**src/rtl/i2c10_pkg.sv**
```systemverilog
package i2c10_pkg;

  localparam logic [1:0] REG_CTRL = 2'd0;
  localparam logic [1:0] REG_STAT = 2'd1;
  localparam logic [1:0] REG_DATA = 2'd2;

  localparam int CTRL_EN    = 0;
  localparam int CTRL_TXIE  = 1;
  localparam int CTRL_START = 2;
  localparam int CTRL_STOP  = 3;
  localparam int CTRL_FLUSH = 4;

  typedef enum logic [3:0] {
    ST_IDLE,
    ST_START1,
    ST_START2,
    ST_BITLO,
    ST_BITHI,
    ST_ACKLO,
    ST_ACKHI,
    ST_WAIT,
    ST_PRESTOP,
    ST_STOP1,
    ST_STOP2
  } busState_t;

  typedef struct packed {
    logic loadShift;
    logic shiftBit;
    logic firstBitDone;
    logic setAck;
    logic setNack;
    logic busDone;
    logic clrStart;
  } ctlStrobe_t;

endpackage

```
**src/rtl/i2c10_dp.sv**
```systemverilog
module i2c10_dp
  import i2c10_pkg::*;
#(
  parameter int BYTE_W = 8
) (
  input  logic              clk,
  input  logic              rst_n,
  input  logic              regWrEn,
  input  logic [1:0]        regAddr,
  input  logic [BYTE_W-1:0] regWrData,
  output logic [BYTE_W-1:0] regRdData,
  output logic              irq,
  input  ctlStrobe_t        strb,
  output logic              enable,
  output logic              startReq,
  output logic              stopReq,
  output logic              dataFull,
  output logic              nackFlag,
  output logic              shiftMsb
);

  logic              txIeReg;
  logic              ackFlag;
  logic              firstPending;
  logic              emptyFlag;
  logic [BYTE_W-1:0] dataReg;
  logic [BYTE_W-1:0] shiftReg;
  logic              ctrlWr;
  logic              dataWr;

  assign ctrlWr    = regWrEn && (regAddr == REG_CTRL);
  assign dataWr    = regWrEn && (regAddr == REG_DATA);
  assign emptyFlag = !dataFull && !firstPending;
  assign shiftMsb  = shiftReg[BYTE_W-1];
  assign irq       = enable && ((txIeReg && emptyFlag) || nackFlag);

  // control bits; a software write wins over controller clears
  always_ff @(posedge clk or negedge rst_n) begin
    if (!rst_n) begin
      enable   <= 1'b0;
      txIeReg  <= 1'b0;
      startReq <= 1'b0;
      stopReq  <= 1'b0;
    end else if (ctrlWr) begin
      enable   <= regWrData[CTRL_EN];
      txIeReg  <= regWrData[CTRL_TXIE];
      startReq <= regWrData[CTRL_START];
      stopReq  <= regWrData[CTRL_STOP];
    end else begin
      if (strb.clrStart) startReq <= 1'b0;
      if (strb.busDone)  stopReq  <= 1'b0;
    end
  end

  // holding register and shift register form the double buffer
  always_ff @(posedge clk or negedge rst_n) begin
    if (!rst_n) begin
      dataReg      <= '0;
      dataFull     <= 1'b0;
      shiftReg     <= '0;
      firstPending <= 1'b0;
    end else begin
      if (ctrlWr && regWrData[CTRL_FLUSH]) begin
        dataFull <= 1'b0;
      end else if (dataWr) begin
        dataReg  <= regWrData;
        dataFull <= 1'b1;
      end else if (strb.loadShift) begin
        dataFull <= 1'b0;
      end

      if (strb.loadShift) begin
        shiftReg     <= dataReg;
        firstPending <= 1'b1;
      end else begin
        if (strb.shiftBit)     shiftReg     <= {shiftReg[BYTE_W-2:0], 1'b0};
        if (strb.firstBitDone) firstPending <= 1'b0;
      end
    end
  end

  always_ff @(posedge clk or negedge rst_n) begin
    if (!rst_n) begin
      ackFlag  <= 1'b0;
      nackFlag <= 1'b0;
    end else begin
      if (strb.setAck) ackFlag <= 1'b1;
      if (strb.setNack) begin
        ackFlag  <= 1'b0;
        nackFlag <= 1'b1;
      end else if (strb.busDone) begin
        nackFlag <= 1'b0;
      end
    end
  end

  always_comb begin
    regRdData = '0;
    case (regAddr)
      REG_CTRL: begin
        regRdData[CTRL_EN]    = enable;
        regRdData[CTRL_TXIE]  = txIeReg;
        regRdData[CTRL_START] = startReq;
        regRdData[CTRL_STOP]  = stopReq;
      end
      REG_STAT: begin
        regRdData[0] = emptyFlag;
        regRdData[1] = ackFlag;
        regRdData[2] = nackFlag;
      end
      REG_DATA: regRdData = dataReg;
      default:  regRdData = '0;
    endcase
  end

  assert_ack_nack_excl_R7: assert property (@(posedge clk) disable iff (!rst_n)
    !(ackFlag && nackFlag));

  assert_load_has_data_R5: assert property (@(posedge clk) disable iff (!rst_n)
    strb.loadShift |-> dataFull);

  assert_nack_cleared_R8: assert property (@(posedge clk) disable iff (!rst_n)
    (strb.busDone && !ctrlWr) |=> (!nackFlag && !stopReq));

endmodule

```
**src/rtl/i2c10_ctl.sv**
```systemverilog
module i2c10_ctl
  import i2c10_pkg::*;
#(
  parameter int DIV_W  = 8,
  parameter int BYTE_W = 8
) (
  input  logic             clk,
  input  logic             rst_n,
  input  logic [DIV_W-1:0] divHalf,
  input  logic             enable,
  input  logic             startReq,
  input  logic             stopReq,
  input  logic             dataFull,
  input  logic             nackFlag,
  input  logic             shiftMsb,
  input  logic             sdaIn,
  output ctlStrobe_t       strb,
  output logic             sclOe,
  output logic             sdaOe
);

  localparam int BIT_W = (BYTE_W > 2) ? $clog2(BYTE_W) : 1;
  localparam logic [BIT_W-1:0] BIT_LAST = BIT_W'(BYTE_W - 1);

  busState_t        state, stateNext;
  logic [DIV_W-1:0] phaseCnt;
  logic [BIT_W-1:0] bitCnt;
  logic             tick;
  logic             sdaWant;
  logic             lineCtl;
  logic             dataPhase;

  assign tick = (phaseCnt == divHalf - 1'b1);

  always_comb begin
    sclOe = state inside {ST_START2, ST_BITLO, ST_ACKLO, ST_WAIT, ST_PRESTOP};
    lineCtl   = state inside {ST_IDLE, ST_START1, ST_STOP1, ST_STOP2};
    dataPhase = state inside {ST_BITLO, ST_BITHI, ST_ACKLO, ST_ACKHI, ST_WAIT};
    case (state)
      ST_START1, ST_START2, ST_PRESTOP, ST_STOP1: sdaWant = 1'b1;
      ST_BITLO, ST_BITHI:                         sdaWant = !shiftMsb;
      default:                                    sdaWant = 1'b0;
    endcase
  end

  always_comb begin
    stateNext = state;
    strb      = '0;
    case (state)
      ST_IDLE:
        if (enable && startReq && dataFull) begin
          stateNext     = ST_START1;
          strb.clrStart = 1'b1;
        end
      ST_START1: if (tick) stateNext = ST_START2;
      ST_START2:
        if (tick) begin
          strb.loadShift = 1'b1;
          stateNext      = ST_BITLO;
        end
      ST_BITLO: if (tick) stateNext = ST_BITHI;
      ST_BITHI:
        if (tick) begin
          strb.shiftBit     = 1'b1;
          strb.firstBitDone = (bitCnt == '0);
          stateNext         = (bitCnt == BIT_LAST) ? ST_ACKLO : ST_BITLO;
        end
      ST_ACKLO: if (tick) stateNext = ST_ACKHI;
      ST_ACKHI:
        if (tick) begin
          strb.setAck  = !sdaIn;
          strb.setNack = sdaIn;
          stateNext    = ST_WAIT;
        end
      ST_WAIT:
        if (tick) begin
          if (stopReq) begin
            stateNext = ST_PRESTOP;
          end else if (!nackFlag && dataFull) begin
            strb.loadShift = 1'b1;
            stateNext      = ST_BITLO;
          end
        end
      ST_PRESTOP: if (tick) stateNext = ST_STOP1;
      ST_STOP1:   if (tick) stateNext = ST_STOP2;
      ST_STOP2:
        if (tick) begin
          strb.busDone = 1'b1;
          stateNext    = ST_IDLE;
        end
      default: stateNext = ST_IDLE;
    endcase
  end

  always_ff @(posedge clk or negedge rst_n) begin
    if (!rst_n) begin
      state    <= ST_IDLE;
      phaseCnt <= '0;
      bitCnt   <= '0;
      sdaOe    <= 1'b0;
    end else begin
      state <= stateNext;
      if (stateNext != state || tick || state == ST_IDLE) phaseCnt <= '0;
      else                                                 phaseCnt <= phaseCnt + 1'b1;
      if (strb.loadShift)     bitCnt <= '0;
      else if (strb.shiftBit) bitCnt <= bitCnt + 1'b1;
      // data moves on SDA only while SCL is already low; START/STOP states move it with SCL high
      if (sclOe || lineCtl) sdaOe <= sdaWant;
    end
  end

  assert_sda_scl_low_R4: assert property (@(posedge clk) disable iff (!rst_n)
    ($past(dataPhase) && (sdaOe != $past(sdaOe))) |-> $past(sclOe));

  assert_start_only_R3: assert property (@(posedge clk) disable iff (!rst_n)
    ($rose(sdaOe) && !sclOe) |-> (state == ST_START1));

  assert_stop_only_R12: assert property (@(posedge clk) disable iff (!rst_n)
    ($fell(sdaOe) && !sclOe) |-> (state == ST_STOP2));

  assert_div_min_R11: assert property (@(posedge clk) disable iff (!rst_n)
    (state != ST_IDLE) |-> (divHalf >= 2));

endmodule

```
**src/rtl/i2c10_wr_master.sv**
```systemverilog
module i2c10_wr_master
  import i2c10_pkg::*;
#(
  parameter int DIV_W  = 8,
  parameter int BYTE_W = 8
) (
  input  logic              clk,
  input  logic              rst_n,
  input  logic [DIV_W-1:0]  divHalf,
  input  logic              regWrEn,
  input  logic [1:0]        regAddr,
  input  logic [BYTE_W-1:0] regWrData,
  output logic [BYTE_W-1:0] regRdData,
  output logic              irq,
  output logic              sclOe,
  output logic              sdaOe,
  input  logic              sdaIn
);

  ctlStrobe_t strb;
  logic enable, startReq, stopReq, dataFull, nackFlag, shiftMsb;

  i2c10_dp #(.BYTE_W(BYTE_W)) i_dp (
    .clk(clk), .rst_n(rst_n),
    .regWrEn(regWrEn), .regAddr(regAddr), .regWrData(regWrData),
    .regRdData(regRdData), .irq(irq), .strb(strb),
    .enable(enable), .startReq(startReq), .stopReq(stopReq),
    .dataFull(dataFull), .nackFlag(nackFlag), .shiftMsb(shiftMsb)
  );

  i2c10_ctl #(.DIV_W(DIV_W), .BYTE_W(BYTE_W)) i_ctl (
    .clk(clk), .rst_n(rst_n), .divHalf(divHalf),
    .enable(enable), .startReq(startReq), .stopReq(stopReq),
    .dataFull(dataFull), .nackFlag(nackFlag), .shiftMsb(shiftMsb),
    .sdaIn(sdaIn), .strb(strb), .sclOe(sclOe), .sdaOe(sdaOe)
  );

endmodule

```
**config.mk**
```make
export PLATFORM = sky130hd
export DESIGN_NAME = i2c10_wr_master
export DESIGN_NICKNAME = d
export VERILOG_FILES = /design/src/rtl/i2c10_pkg.sv /design/src/rtl/i2c10_dp.sv /design/src/rtl/i2c10_ctl.sv /design/src/rtl/i2c10_wr_master.sv
export SDC_FILE = /design/constraint.sdc
export NUM_CORES = 1
export LEC_CHECK = 0
export BUFFER_PORTS_ARGS = -buffer_cell sky130_fd_sc_hd__buf_2
export CORE_UTILIZATION = 45
export DETAILED_ROUTE_END_ITERATION = 6
export PLACE_DENSITY_LB_ADDON = 0.1
export SETUP_SLACK_MARGIN = 0.1
export SYNTH_ARGS = -nofsm -noshare
export SYNTH_HDL_FRONTEND = slang
export SYNTH_SLANG_ARGS = --single-unit
```
**constraint.sdc**
```tcl
create_clock -name clk -period 2.2 [get_ports clk]
set_input_delay 0.11 -clock clk [delete_from_list [all_inputs] [get_ports clk]]
set_output_delay 0.11 -clock clk [all_outputs]
set_load 0.005 [all_outputs]
```
==> flow_summary.toml, run 1 <==
[status]
status = "completed"

[sta]
slew_headroom_pct = 36.92
grt_setup_unrepaired = "true"
period_needed_ns = 2.062
fmaxAchievable_mhz = 484.9
worstMarginPinSlew_ns = 0.9442
fin_setup_tns_ns = 0
slew_viol_final = 0
setup_viol = 0
clock_skew_ns = 0.009406
final-hold-violation-count = 0
fin_crit_sh_pct = 93.73

[cts]
root_buffer = "clkbuf_8"
cts.sinks = 40
numCtsBuffers = 5
cts_tree = "built"
path_clk_slew_ns = 0.08
clk_latency_ns = 0.29
htreeDepth = 2
clockBufferDepth = 2

[grt]
grt_pass1_wl_um = 10090
grtUsageTotal_pct = 21.50
grt_max_degree = 41
antenna_found_initial = 0
grt_overflow = 0
first_global_vias = 2067

[worst_hold_path]
hold_path_end = "i_dp.ackFlag"
hold_path_depth = 2
min_from = "sdaIn"
hp-class = "in2reg"

[floorplanning]
pin_count = 33
fp.coreArea_um2 = 5270
rows = 26
start_util_pct = 48.10
die_w_um = 77.06
die_area_um2 = 5937
die_y_um = 77.06

[power_and_ir_drop]
p_leak_nw = 1.353
vdd_ir_drop_max_mv = 0.5841
power.density_nw_per_um2 = 670.6
p_total_w = 0.002097

[setup_path]
rrSetupSlack_ns = 0.14
crit_slowest_cell = "dfrtp_1"
required_ns = 2.36
criticalPathCategory = "reg2reg"
r2r_start = "i_ctl.phaseCnt[7]"
reg2reg_depth = 8
cp-start-kind = "flop"
path_common_cell = "buf_4"
critPathMaxStageDelay_ns = 0.43
cp.arrival_ns = 2.23
worstSetupEndpointType = "flop"
path_max_fanout = 6
rr_endpoint = "i_dp.nackFlag"
path_cells = "xnor2_2 > buf_4 > a311o_1 > buf_4 > a31o_4 > buf_4 > a41oi_1 > a31oi_1"

[synth]
ys_ff_latch = 40
synth_edf_count = 0
yosysTopAreaCell = "dfrtp_1"
yosysSeqAreaShare_pct = 39.49
yosysMostFrequentCell = "dfrtp_1"
synth.net_count = 283
synthTopCellsByArea = "dfrtp_1 (39%), a22o_1 (4.5%), a2111oi_2 (3.6%)"
syn_avg_cell_area_um2 = 9.902
yosys.cell_types.count = 57
netlist_area_um2 = 2535
async_reset_ff_share_pct = 100.0
netlist.area_leader.share_pct = 39.49
synth_common_cells = "dfrtp_1 (40), a22o_1 (13), nand2_1 (13), nand3_1 (13), nor2_1 (13)"
yosys_warnings = 0
synth_cells = 256
synth_top_flop_cell = "dfrtp_1"

[detailed_routing]
drc_errors = 0
ant_nets = 0
num_vias = 2205
routed-wl-met3_um = 290
m1WireLength_um = 2925
wl_met2_um = 2800
top_layer_used = "met4"
vias_per_cell = 5.712
dr.pass1.iters = 4
drtIter0Drc = 167
route.final.wire_length_um = 6089
avgRoutedWirePerCell_um = 15.77

[final_layout]
drive_above_1_share_pct = 31.96
area_growth_pct = 23.35
fin_nets = 342
n_fill_cell = 496
insertedDiodeCount = 0

[place]
place_congestion = 0.7860
place.detailed.hpwl_um = 4390
io_buffers = 32

[job]
maxCapViolations = 0
per-layer routing:
| layer | global-route usage, % | vias to the layer above |
|---|---|---|
| met3 | 2.857 | 6 |
| met5 | 0 | - |
| li1 | - | 1081 |
| met1 | 31.28 | 1058 |
| met2 | 32.95 | 60 |
| met4 | 6.981 | 0 |
layout by cell type, fill, tap and decap left out, types with 2 or more instances in the layout:
master,instances
xnor2_1,7
nand2_1,13
buf_2,32
clkbuf_1,2
a41oi_1,2
nand4_1,2
clkbuf_8,6
o21ai_0,8
nor2_4,3
nand3b_1,2
nor2b_1,8
a32o_1,3
nand3_1,13
nor3_1,7
o211ai_1,2
mux2_1,7
and3_1,4
mux2_2,6
o31ai_1,2
dfrtp_1,40
ha_1,5
nand2b_1,6
xor2_1,6
a21oi_1,8
and2_1,4
or2_2,2
a31oi_1,6
a211oi_1,2
mux2i_1,4
inv_1,11
a22o_1,13
nor2_1,13
a2111oi_2,7
buf_4,33
repair_timing:
action	CTS	global route
hold buffers	1	0
endpoints found under the hold margin	40	0
gates cloned	0	1
setup endpoints to repair	25	23
pin swaps	1	0
gates resized for setup	3	7
setup buffers	1	1
critical path, delay by kind of cell (launching register included):
family / cells / cell delay, ns
buffers and inverters: 3 / 0.49
AO/OA/AOI/OAI: 4 / 0.84
flip-flops: 1 / 0.43
XOR/XNOR: 1 / 0.18
where the power goes:
group	internal (W)	total (W)	switching, W
sequential	0.000829	0.000907	0.0000776
clock	0.000256	0.000509	0.000253
combinational	0.000340	0.000681	0.000341
area by class of cell:
class	instances	area, µm²	area share, %
flip-flops and latches	40	1001	32.01
well taps	70	87.58	2.801
inverters	11	41.29	1.321
multi-input cells	191	1489	47.62
repair buffers	66	417.9	13.37
clock buffers	8	90.09	2.881
registers in the layout, indices dropped and copies added (netlist names):
register	cells
i_ctl.state	4
i_dp.firstPending	1
i_dp.dataFull	1
i_dp.ackFlag	1
i_ctl.phaseCnt	8
i_dp.shiftReg	8
i_ctl.bitCnt	3
i_dp.nackFlag	1
i_dp.txIeReg	1
i_dp.enable	1
i_ctl.sdaOe	1
i_dp.dataReg	8
i_dp.stopReq	1
i_dp.startReq	1
per-stage QoR:
stage / setup slack [ns] / hold slack [ns] / instance area [µm²] / std cells / util, %
6_report: 0.1379 / 0.01860 / 3127 / 386 / 59.33
5_1_grt: 0.04504 / 0.02218 / 3127 / 386 / 59.33
4_1_cts: 0.04276 / 0.01024 / 3074 / 384 / 58.33
3_5_place_dp: -0.3969 / 0.2124 / 2954 / 374 / 56.05
3_3_place_gp: -0.3323 / 0.2175 / 2954 / 374 / 56.05
2_1_floorplan: 0.1158 / -0.1856 / 2542 / 256 / -
how the worst max path moves through the flow:
stage / from / to / slack (ns) / cells after the start
after global routing: i_ctl.phaseCnt[7] / i_dp.nackFlag / 0.05 / 8
after floorplan: i_ctl.phaseCnt[5] / i_ctl.bitCnt[0] / 0.12 / 8
after CTS: i_ctl.phaseCnt[3] / i_dp.firstPending / 0.04 / 6
after global placement: divHalf[1] / i_dp.firstPending / -0.33 / 7
final: i_ctl.phaseCnt[7] / i_dp.nackFlag / 0.14 / 8
after detailed placement: divHalf[1] / i_dp.firstPending / -0.40 / 7
cells by family after synthesis:
logic type	share of synthesized area, %
multiplexers	7.354
AND/OR/NAND/NOR	18.66
AO/OA/AOI/OAI	22.85
flip-flops	39.49
buffers and inverters	4.343
adder cells (fa/ha/maj)	2.468
XOR/XNOR	4.837
(Power assumes the default switching activity.)
==> inputs of run 2 (changes only) <==
--- a/config.mk
+++ b/config.mk
@@ -8,6 +8,7 @@
 export BUFFER_PORTS_ARGS = -buffer_cell sky130_fd_sc_hd__buf_2
 export CORE_UTILIZATION = 45
 export DETAILED_ROUTE_END_ITERATION = 6
+export HOLD_SLACK_MARGIN = 0.15
 export PLACE_DENSITY_LB_ADDON = 0.1
 export SETUP_SLACK_MARGIN = 0.1
 export SYNTH_ARGS = -nofsm -noshare
==> run 2 against run 1 <==
Against the previous run: combinational power up 2%; routed wire length up 1.1%; core utilization up 1.9 points; clock-buffer cell count unchanged; worst setup slack about the same; die area unchanged; non-clock buffer count up 10; sequential cell count unchanged; final area up 3.2%; first-iteration DRC count down 3.0%; maximum frequency about the same; largest cell class unchanged.
==> flow_summary.toml, run 2 (same netlist as run 1, synthesis figures left out) <==
[status]
status = "completed"

[final_layout]
area_growth_pct = 27.29
area.sequential_um2 = 1001
final_cell_mix = "dfrtp_1 (40), buf_4 (33), buf_2 (32)"
n_fill_cell = 484
drive_above_1_share_pct = 30.98
fin_nets = 352
layout_commonest_cell = "dfrtp_1"
multiInputGateArea_um2 = 1489
final_cell_area_um2 = 3227
reg_top3 = "i_ctl.phaseCnt x8, i_dp.dataReg x8, i_dp.shiftReg x8"
insertedDiodeCount = 0

[floorplanning]
start_util_pct = 48.10
die_w_um = 77.06
rows = 26
pin_count = 33
die_y_um = 77.06
die_area_um2 = 5937
fp.coreArea_um2 = 5270

[cts]
cts.sinks = 40
path_clk_slew_ns = 0.08
clockBufferDepth = 2
cts_tree = "built"
clk_latency_ns = 0.28
numCtsBuffers = 5
htreeDepth = 2
root_buffer = "clkbuf_8"

[place]
io_buffers = 32
place_congestion = 0.7860
place.detailed.hpwl_um = 4390
pre_cts_slack_ns = -0.3969
dpl_cell_area_um2 = 2954

[detailed_routing]
drtIter0Drc = 162
dr.pass1.iters = 4
num_vias = 2258
ant_nets = 0
avgRoutedWirePerCell_um = 15.54
vias_per_cell = 5.702
route.final.wire_length_um = 6153
drc_errors = 0

[sta]
period_needed_ns = 2.062
setup_viol = 0
fin_setup_tns_ns = 0
fmaxAchievable_mhz = 484.9
slew_viol_final = 0
clock_skew_ns = 0.006915
worstMarginPinSlew_ns = 0.9525
fin_crit_sh_pct = 93.73
final-hold-violation-count = 0
finalWorstSetupSlack_ns = 0.1379
slew_headroom_pct = 36.37
grt_setup_unrepaired = "true"

[grt]
grt_max_degree = 41
first_global_vias = 2112
grt_overflow = 0
grtUsageTotal_pct = 21.80
antenna_found_initial = 0
grt_pass1_wl_um = 10220

[power_and_ir_drop]
p_leak_nw = 1.395
p_total_w = 0.002105
vdd_ir_drop_max_mv = 0.5844
power.density_nw_per_um2 = 652.5

[setup_path]
worstSetupEndpointType = "flop"
cp.arrival_ns = 2.22
cp-start-kind = "flop"
criticalPathCategory = "reg2reg"
path_max_fanout = 6
required_ns = 2.36

[job]
maxCapViolations = 0

[worst_hold_path]
hp-class = "in2reg"
==> run 2: worst paths after layout <==
path                                   start              end  slack (ns)  depth (start not counted)
max                        i_ctl.phaseCnt[7]    i_dp.nackFlag        0.14                          8
min reg2reg                      i_ctl.sdaOe      i_ctl.sdaOe        0.49                          2
max reg2reg                i_ctl.phaseCnt[7]    i_dp.nackFlag        0.14                          8
min                               regAddr[0]     i_dp.stopReq        0.31                          3
max in group asynchronous              rst_n  i_dp.dataReg[0]        1.42                          3
min in group asynchronous              rst_n   i_ctl.state[1]        0.40                          3
==> run 2: where the power goes <==
group	internal (W)	switching (W)	total [W]
Combinational	0.000351	0.000343	0.000694
Clock	0.000256	0.000248	0.000504
Sequential	0.000829	0.0000782	0.000908
Total	0.00144	0.000669	0.00211
==> run 2: metal layers <==
| layer | global-route usage, % | vias to the layer above | routed length [µm] |
|---|---|---|---|
| met2 | 33.84 | 61 | 2869 |
| met4 | 6.981 | 0 | 72 |
| li1 | - | 1099 | - |
| met1 | 31.44 | 1092 | 2942 |
| met5 | 0 | - | 0 |
| met3 | 2.857 | 6 | 270 |
==> run 2: cell type report <==
| cell class | instances | area share, % |
|---|---|---|
| Timing Repair Buffer | 76 | 16.05 |
| Multi-Input combinational cell | 191 | 46.14 |
| Tap cell | 70 | 2.714 |
| Inverter | 11 | 1.280 |
| Sequential cell | 40 | 31.02 |
| Clock buffer | 8 | 2.792 |
==> run 2: repair_timing <==
item                                    4_1_cts  5_1_grt
setup buffers                                 1        1
endpoints found under the setup margin       25       23
hold buffers                                 11        0
pin swaps                                     1        0
gates cloned                                  0        1
resized for setup                             3        7
endpoints found under the hold margin        54        0
==> run 2: metrics by stage <==
stage / hold slack (ns) / cells / utilization [%]
after global routing: 0.3446 / 396 / 61.23
after detailed placement: 0.2124 / 374 / 56.05
final: 0.3104 / 396 / 61.23
after floorplan: -0.1856 / 256 / -
after CTS: 0.2993 / 394 / 60.23
after global placement: 0.2175 / 374 / 56.05
==> run 2: critical path, cell delays in order, from the launching register on <==
cell and delay (ns):
dfrtp_1 0.43, xnor2_2 0.18, buf_4 0.17, a311o_1 0.36, buf_4 0.15, a31o_4 0.24
buf_4 0.17, a41oi_1 0.18, a31oi_1 0.06
